### src/rtl/timer_pkg.sv
package timer_pkg;
  typedef enum logic [1:0] {
    SEL_CTRL = 2'd0,
    SEL_DIV  = 2'd1,
    SEL_INIT = 2'd2,
    SEL_CUR  = 2'd3
  } tmr_sel_e;

  localparam int CTRL_PERIODIC_BIT = 17;
  localparam int CTRL_MASK_BIT     = 16;
  localparam int CTRL_MODE_LSB     = 8;
  localparam logic [31:0] CTRL_RESET = 32'h0001_0000;
  localparam logic [3:0]  DIV_KEEP   = 4'hB;

  // Three-bit divide code to prescale shift, wrapping modulo eight.
  function automatic logic [2:0] div_to_shift(input logic [3:0] code);
    logic [2:0] v;
    v = {code[3], code[1], code[0]};
    return v + 3'd1;
  endfunction

  // Low-order ones mask selecting the prescaler bits for a given shift.
  function automatic logic [6:0] shift_mask(input logic [2:0] sh);
    return 7'((8'd1 << sh) - 8'd1);
  endfunction
endpackage

### src/rtl/tmr_regs.sv
module tmr_regs
  import timer_pkg::*;
#(
  parameter int DATA_W = 32
) (
  input  logic              clk,
  input  logic              rst_n,
  input  logic              soft_init,
  input  logic              wr_en,
  input  tmr_sel_e          wr_sel,
  input  logic [DATA_W-1:0] wr_data,
  output logic [DATA_W-1:0] ctrl_q,
  output logic [3:0]        div_q,
  output logic [DATA_W-1:0] init_q,
  output logic              init_load
);
  assign init_load = wr_en && (wr_sel == SEL_INIT) && !soft_init;

  always_ff @(posedge clk) begin
    if (!rst_n || soft_init) begin
      ctrl_q <= DATA_W'(CTRL_RESET);
      div_q  <= '0;
      init_q <= '0;
    end else if (wr_en) begin
      unique case (wr_sel)
        SEL_CTRL: ctrl_q <= wr_data;
        SEL_DIV:  div_q  <= wr_data[3:0] & DIV_KEEP;
        SEL_INIT: init_q <= wr_data;
        SEL_CUR:  ; // live count is not writable
      endcase
    end
  end
endmodule

### src/rtl/tmr_prescale.sv
module tmr_prescale
  import timer_pkg::*;
#(
  parameter int SHIFT_W = 3,
  localparam int PRE_W  = (1 << SHIFT_W) - 1
) (
  input  logic               clk,
  input  logic               rst_n,
  input  logic               restart,
  input  logic [SHIFT_W-1:0] shift,
  output logic               tick
);
  logic [PRE_W-1:0] pre_q;
  logic [PRE_W-1:0] msk;

  assign msk  = PRE_W'(shift_mask(3'(shift)));
  assign tick = ((pre_q & msk) == msk);

  always_ff @(posedge clk) begin
    if (!rst_n || restart) pre_q <= '0;
    else                   pre_q <= pre_q + 1'b1;
  end
endmodule

### src/rtl/tmr_down.sv
module tmr_down #(
  parameter int CNT_W = 32
) (
  input  logic             clk,
  input  logic             rst_n,
  input  logic             clear,
  input  logic             load,
  input  logic [CNT_W-1:0] load_val,
  input  logic [CNT_W-1:0] reload_val,
  input  logic             tick,
  input  logic             periodic,
  output logic [CNT_W-1:0] cur,
  output logic             expire
);
  logic at_zero, at_one, step;

  assign at_zero = (cur == '0);
  assign at_one  = (cur == CNT_W'(1));
  assign step    = tick && !load && !clear;
  assign expire  = step && ((at_one && !periodic) ||
                            (at_zero && periodic && (reload_val != '0)));

  always_ff @(posedge clk) begin
    if (!rst_n || clear) begin
      cur <= '0;
    end else if (load) begin
      cur <= load_val;
    end else if (tick) begin
      if (!at_zero)                            cur <= cur - 1'b1;
      else if (periodic && reload_val != '0)   cur <= reload_val;
    end
  end
endmodule

### src/rtl/cnt_timer.sv
module cnt_timer
  import timer_pkg::*;
#(
  parameter int CNT_W   = 32,
  parameter int SHIFT_W = 3,
  parameter int VEC_W   = 8,
  parameter int MODE_W  = 3
) (
  input  logic              clk,
  input  logic              rst_n,
  input  logic              soft_init,
  input  logic              wr_en,
  input  logic [1:0]        wr_sel,
  input  logic [CNT_W-1:0]  wr_data,
  input  logic [1:0]        rd_sel,
  output logic [CNT_W-1:0]  rd_data,
  output logic              evt_valid,
  output logic [VEC_W-1:0]  evt_vector,
  output logic [MODE_W-1:0] evt_mode
);
  logic [CNT_W-1:0]   ctrl_q, init_q, cur_w;
  logic [3:0]         div_q;
  logic               init_load, tick_w, expire_w;
  logic               periodic_w, masked_w;
  logic [SHIFT_W-1:0] shift_w;

  assign periodic_w = ctrl_q[CTRL_PERIODIC_BIT];
  assign masked_w   = ctrl_q[CTRL_MASK_BIT];
  assign shift_w    = SHIFT_W'(div_to_shift(div_q));

  tmr_regs #(.DATA_W(CNT_W)) u_regs (
    .clk(clk), .rst_n(rst_n), .soft_init(soft_init),
    .wr_en(wr_en), .wr_sel(tmr_sel_e'(wr_sel)), .wr_data(wr_data),
    .ctrl_q(ctrl_q), .div_q(div_q), .init_q(init_q), .init_load(init_load)
  );

  tmr_prescale #(.SHIFT_W(SHIFT_W)) u_pre (
    .clk(clk), .rst_n(rst_n), .restart(init_load || soft_init),
    .shift(shift_w), .tick(tick_w)
  );

  tmr_down #(.CNT_W(CNT_W)) u_cnt (
    .clk(clk), .rst_n(rst_n), .clear(soft_init),
    .load(init_load), .load_val(wr_data), .reload_val(init_q),
    .tick(tick_w), .periodic(periodic_w),
    .cur(cur_w), .expire(expire_w)
  );

  always_ff @(posedge clk) begin
    if (!rst_n || soft_init) begin
      evt_valid  <= 1'b0;
      evt_vector <= '0;
      evt_mode   <= '0;
    end else begin
      evt_valid <= expire_w && !masked_w;
      if (expire_w && !masked_w) begin
        evt_vector <= ctrl_q[VEC_W-1:0];
        evt_mode   <= ctrl_q[CTRL_MODE_LSB +: MODE_W];
      end
    end
  end

  always_comb begin
    unique case (tmr_sel_e'(rd_sel))
      SEL_CTRL: rd_data = ctrl_q;
      SEL_DIV:  rd_data = CNT_W'(div_q);
      SEL_INIT: rd_data = init_q;
      SEL_CUR:  rd_data = cur_w;
    endcase
  end
endmodule

### config.mk
export PLATFORM = sky130hd
export DESIGN_NAME = cnt_timer
export DESIGN_NICKNAME = d
export VERILOG_FILES = /design/src/rtl/timer_pkg.sv /design/src/rtl/tmr_regs.sv /design/src/rtl/tmr_prescale.sv /design/src/rtl/tmr_down.sv /design/src/rtl/cnt_timer.sv
export SDC_FILE = /design/constraint.sdc
export NUM_CORES = 1
export LEC_CHECK = 0
export BUFFER_PORTS_ARGS = -buffer_cell sky130_fd_sc_hd__buf_2
export CAP_MARGIN = 20
export CORE_MARGIN = 10
export CORE_UTILIZATION = 40
export CTS_CLUSTER_SIZE = 24
export DETAILED_ROUTE_END_ITERATION = 8
export SETUP_SLACK_MARGIN = 0.3
export SLEW_MARGIN = 20
export SYNTH_ARGS = -nofsm -noshare
export SYNTH_HDL_FRONTEND = slang
export SYNTH_SLANG_ARGS = --single-unit
### constraint.sdc
create_clock -name clk -period 6.16 [get_ports clk]
set_input_delay 1.232 -clock clk [delete_from_list [all_inputs] [get_ports clk]]
set_output_delay 1.232 -clock clk [all_outputs]
set_load 0.02 [all_outputs]
==> PnR_summary.wiki <==
{| class="wikitable"
! Metric !! Value
|-
| Worst min-delay path class || reg -> reg
|-
| Hold wc startpoint || u_regs.ctrl_q[27]
|-
| Critical path's slowest cell || buf_2
|-
| Delay of the slowest critical-path stage || around 0.63 ns
|-
| Final design utilization || about 48%
|-
| Detailed-route via count || 6010
|-
| Required time of the critical path || between 4 and 5 ns
|-
| Clock Tree Root || clkbuf_16
|-
| Wire length after detailed routing || slightly below 20000 µm
|-
| Initial cell density of the core || 40.8%
|-
| Switching share of power || 33.0%
|-
| RSZ-0062 raised after global routing || false
|-
| Worst setup skew after layout || between 0.009 and 0.01 ns
|-
| Post-route DRC || 0
|-
| Met2 GRT Util || a little under a third
|-
| Largest net degree at the start of global routing || 80
|-
| Launching point of the worst reg2reg path || u_cnt.cur[12]
|-
| Cell Chain, Critical Path || buf_2, mux2_2, a22o_1, buf_2
|-
| Tightest Pin Transition || slightly above 1 ns
|-
| Hold path cells || 2
|-
| Cell class contributing the biggest share of worst-path delay || buffers and inverters
|-
| Count of buffering cells on the critical path with inverters included || 2
|-
| Portion of the clock cycle consumed by the worst path in the final layout || between 60% and 70%
|-
| Number of antenna violations at the first check in global routing || 1
|-
| Peak fanout along the critical path || 33
|-
| Number of slew-limit violations in the final report || 0
|-
| NumNets Final || 906
|-
| Area growth from synthesis to layout || 17.6%
|-
| Cell seen most often among critical-path stages || buf_2
|-
| Register clock-pin slew on the reported worst setup and hold paths || ~0.050 ns
|-
| Number of buffers created by CTS || 17
|-
| Final setup violation count || 0
|-
| Wire length of the first global-routing pass || about 32000 µm
|-
| Endpoint kind of the worst setup timing path || output pin
|-
| Mapped Area || just over 6000 µm²
|-
| Endpoints failing hold || 0
|-
| Synth Register Bits || between 100 and 150
|-
| Clock latency on the worst-skew pair || approximately 0.42 ns
|-
| Result of the run || complete, no violations
|-
| Worst reg2reg setup slack || roughly 2.4 ns
|-
| Total Negative Setup Slacks || 0 ns
|-
| Post-CTS setup buffers || 0
|-
| Flop pwr share || approximately a third
|-
| Synthesis warning total || 0
|-
| Worst path depth || 4
|-
| Post-synthesis area per instance || about 7.7 µm²
|-
| Vert. Die Dim || roughly 140 µm
|-
| Clock tree sinks || between 100 and 150
|-
| Total global-route track usage || 19.0%
|-
| Unique cell type count in the Yosys netlist || 58
|-
| LEAKAGE || roughly 0.0030 µW
|-
| Flip-flop cell with the highest count after synthesis || dfxtp_1
|-
| Floorplan die width || around 140 µm
|-
| Power density over the cells || ~350 nW/µm²
|-
| CORE AREA || roughly 15000 µm²
|-
| Worst slack after detailed placement || approximately 2.2 ns
|-
| # port buffers || between 80 and 90
|-
| Number of vias per cell after detailed routing || 5.66
|-
| Die Footprint || around 21000 µm²
|-
| Number of placed I/O pins || 84
|-
| Average detailed-routed wire length per instance || 18.6 µm
|-
| WS Path Type || in -> out
|-
| Number of nets in the synthesized netlist || 855
|-
| Count of cells resized by post-cts repair || 0
|-
| Layer carrying the most global-route usage || met2
|-
| Detailed Routing Iterations Pass 1 || 5
|-
| Number of cells traversed by the worst register-to-register path || 8
|-
| Share of post-route cells with drive strength above 1 || about a fifth
|-
| Number of global-route vias before repair || 5834
|-
| FMAX || about 0.26 GHz
|-
| GPL Wtd Cong || ~0.83
|-
| VDD IR max || between 0.2 and 0.3 mV
|-
| Fraction of power consumed by the clock network || approximately 41%
|-
| Number of design-rule violations left by the first detailed-router iteration || roughly 430
|-
| CTS Hold Buffers Added || 0
|-
| Post-synth EDFFs || 0
|-
| Syn Inst Count || 810
|-
| Portion of the post-synthesis area used by sequential elements || between 30% and 40%
|-
| Post-route minimum period || about 3.9 ns
|-
| Fraction of synthesis flops using an asynchronous set or reset pin || 0%
|-
| Global-route track usage on met3 || 4.62%
|-
| H-tree lvl count || 4
|-
| Worst r2r dst || u_cnt.cur[12]
|-
| Worst min-delay path endpoint || u_regs.ctrl_q[27]
|-
| Sw Pwr || 832 µW
|-
| Worst slew margin || roughly a third
|-
| Max-capacitance violation count || 0
|-
| Largest buffer count on any clock path || 2
|-
| Number of cell rows || between 40 and 50
|-
| Internal power of the cells || 1690 µW
|-
| Post-route antenna net violation count || 0
|-
| Data arrival time at the worst-slack endpoint || between 2 and 3 ns
|-
| Post-DP HPWL || around 13000 µm
|-
| Grt met1 use || roughly a quarter
|-
| CTS tree || done
|-
| Comb power frac || a little over a quarter
|-
| Grt ovf || 0
|-
| Startpoint Class || input port
|-
| Final worst slack || ~2.3 ns
|}
-- power by group through the flow --
stage | Sequential (µW) | Combinational [µW] | Clock (µW)
2_1_floorplan | 813 | 514 | 0
3_3_place_gp | 823 | 666 | 0
3_5_place_dp | 823 | 668 | 0
4_1_cts | 806 | 671 | 1040
5_1_grt | 810 | 775 | 1080
6_report | 807 | 679 | 1030
-- synth_stat cells, types with 2 or more instances --
master / instances / area, µm²
buf_2: 12 / 60.1
clkbuf_1: 45 / 169
nor4_1: 18 / 113
mux2_2: 29 / 327
a211o_1: 3 / 26.3
o2111ai_1: 2 / 17.5
o311a_1: 3 / 30.0
o31ai_1: 6 / 45.0
nand3b_1: 4 / 30.0
or4_1: 4 / 30.0
nand2_1: 178 / 668
a32oi_1: 4 / 35.0
nand4_1: 6 / 37.5
and3_1: 2 / 12.5
or3_1: 7 / 43.8
and2_1: 2 / 12.5
ha_1: 5 / 62.6
nor2_1: 72 / 270
mux2i_1: 18 / 180
o21ai_0: 44 / 220
or2_2: 3 / 18.8
dfxtp_1: 118 / 2360
a22o_1: 30 / 263
o21ai_1: 2 / 10.0
or4_4: 2 / 22.5
nor3_1: 17 / 85.1
a21o_1: 3 / 22.5
o22ai_1: 3 / 18.8
o211ai_1: 4 / 30.0
mux4_2: 3 / 67.6
buf_1: 3 / 11.3
xnor2_1: 7 / 61.3
or3b_2: 2 / 17.5
a21oi_1: 100 / 500
inv_1: 7 / 26.3
nand3_1: 14 / 70.1
a31oi_1: 6 / 37.5
nand2b_1: 2 / 12.5
-- metrics by stage --
step	instances	cell area (µm²)	hold slack, ns	power (µW)
4_1_cts	1060	7300	0.455	2520
3_3_place_gp	1030	6690	0.443	1490
2_1_floorplan	810	6210	0.422	1330
6_report	1061	7300	0.454	2520
5_1_grt	1061	7300	0.475	2660
3_5_place_dp	1030	6690	0.447	1490
-- worst max-delay path by stage --
stage / startpoint / end
finish: rd_sel[0] / rd_data[2]
global route: u_regs.div_q[3] / u_cnt.cur[29]
CTS: rd_sel[0] / rd_data[3]
detailed placement: rd_sel[1] / rd_data[16]
global placement: rd_sel[1] / rd_data[16]
floorplan: rd_sel[0] / rd_data[10]
-- final cells by class --
cell class                      instances  area [µm²]
Clock inverter                          9         153
Inverter                                7        26.3
Timing Repair Buffer                   93         490
Clock buffer                           21         450
Tap cell                              188         235
Multi-Input combinational cell        624        3580
Sequential cell                       118        2360
Fill cell                            1564        7900
Antenna cell                            1        2.50
-- per-layer routing --
metal	share of wire, %	vias to the layer above
met1	47	2829
met2	46	164
met4	2.2	0
li1	-	2991
met3	5.3	26
met5	0	-
-- sequential cells by signal (all words and copies together), names as in the netlist --
| name | count |
|---|---|
| evt_mode | 3 |
| evt_vector | 8 |
| u_pre.pre_q | 7 |
| u_regs.div_q | 3 |
| u_regs.ctrl_q | 32 |
| u_cnt.cur | 32 |
| u_regs.init_q | 32 |
| evt_valid | 1 |
-- cells by family (layout without fill, tap and decap cells) --
family	count (synthesis)	count (layout)	share of synthesized area, %
compound gates	221	221	21.7
mux	50	50	9.25
simple gates	340	340	24.4
buf+inv	68	130	4.47
other cells	0	1	0
xor+xnor	8	8	1.13
flops	118	118	38.1
fa+ha+maj	5	5	1.01
-- placed cells by master (no fill, tap or decap), types with 3 or more instances in the layout --
master	instances
nand2_1	178
dfxtp_1	118
a21oi_1	100
buf_2	83
nor2_1	70
o21ai_0	44
a22o_1	30
mux2_2	29
mux2i_1	18
nor4_1	18
nor3_1	17
clkbuf_16	17
nand3_1	14
buf_4	10
or3_1	7
inv_1	7
xnor2_1	7
nand4_1	6
a31oi_1	6
o31ai_1	6
ha_1	5
nand3b_1	4
or4_1	4
a32oi_1	4
o211ai_1	4
bufinv_16	4
mux4_2	3
a21o_1	3
o22ai_1	3
or2_2	3
a211o_1	3
o311a_1	3
clkinvlp_4	3
clkbuf_1	3
-- worst register-to-register path, delay by kind of cell (launching register included) --
kind | cells | cell delay, ns
buffers and inverters | 1 | 0.37
DFF | 1 | 0.37
and+or+nand+nor | 6 | 2.63
AOI/OAI and AO/OA | 1 | 0.24
Note: power is estimated with default switching activity, not from simulation.
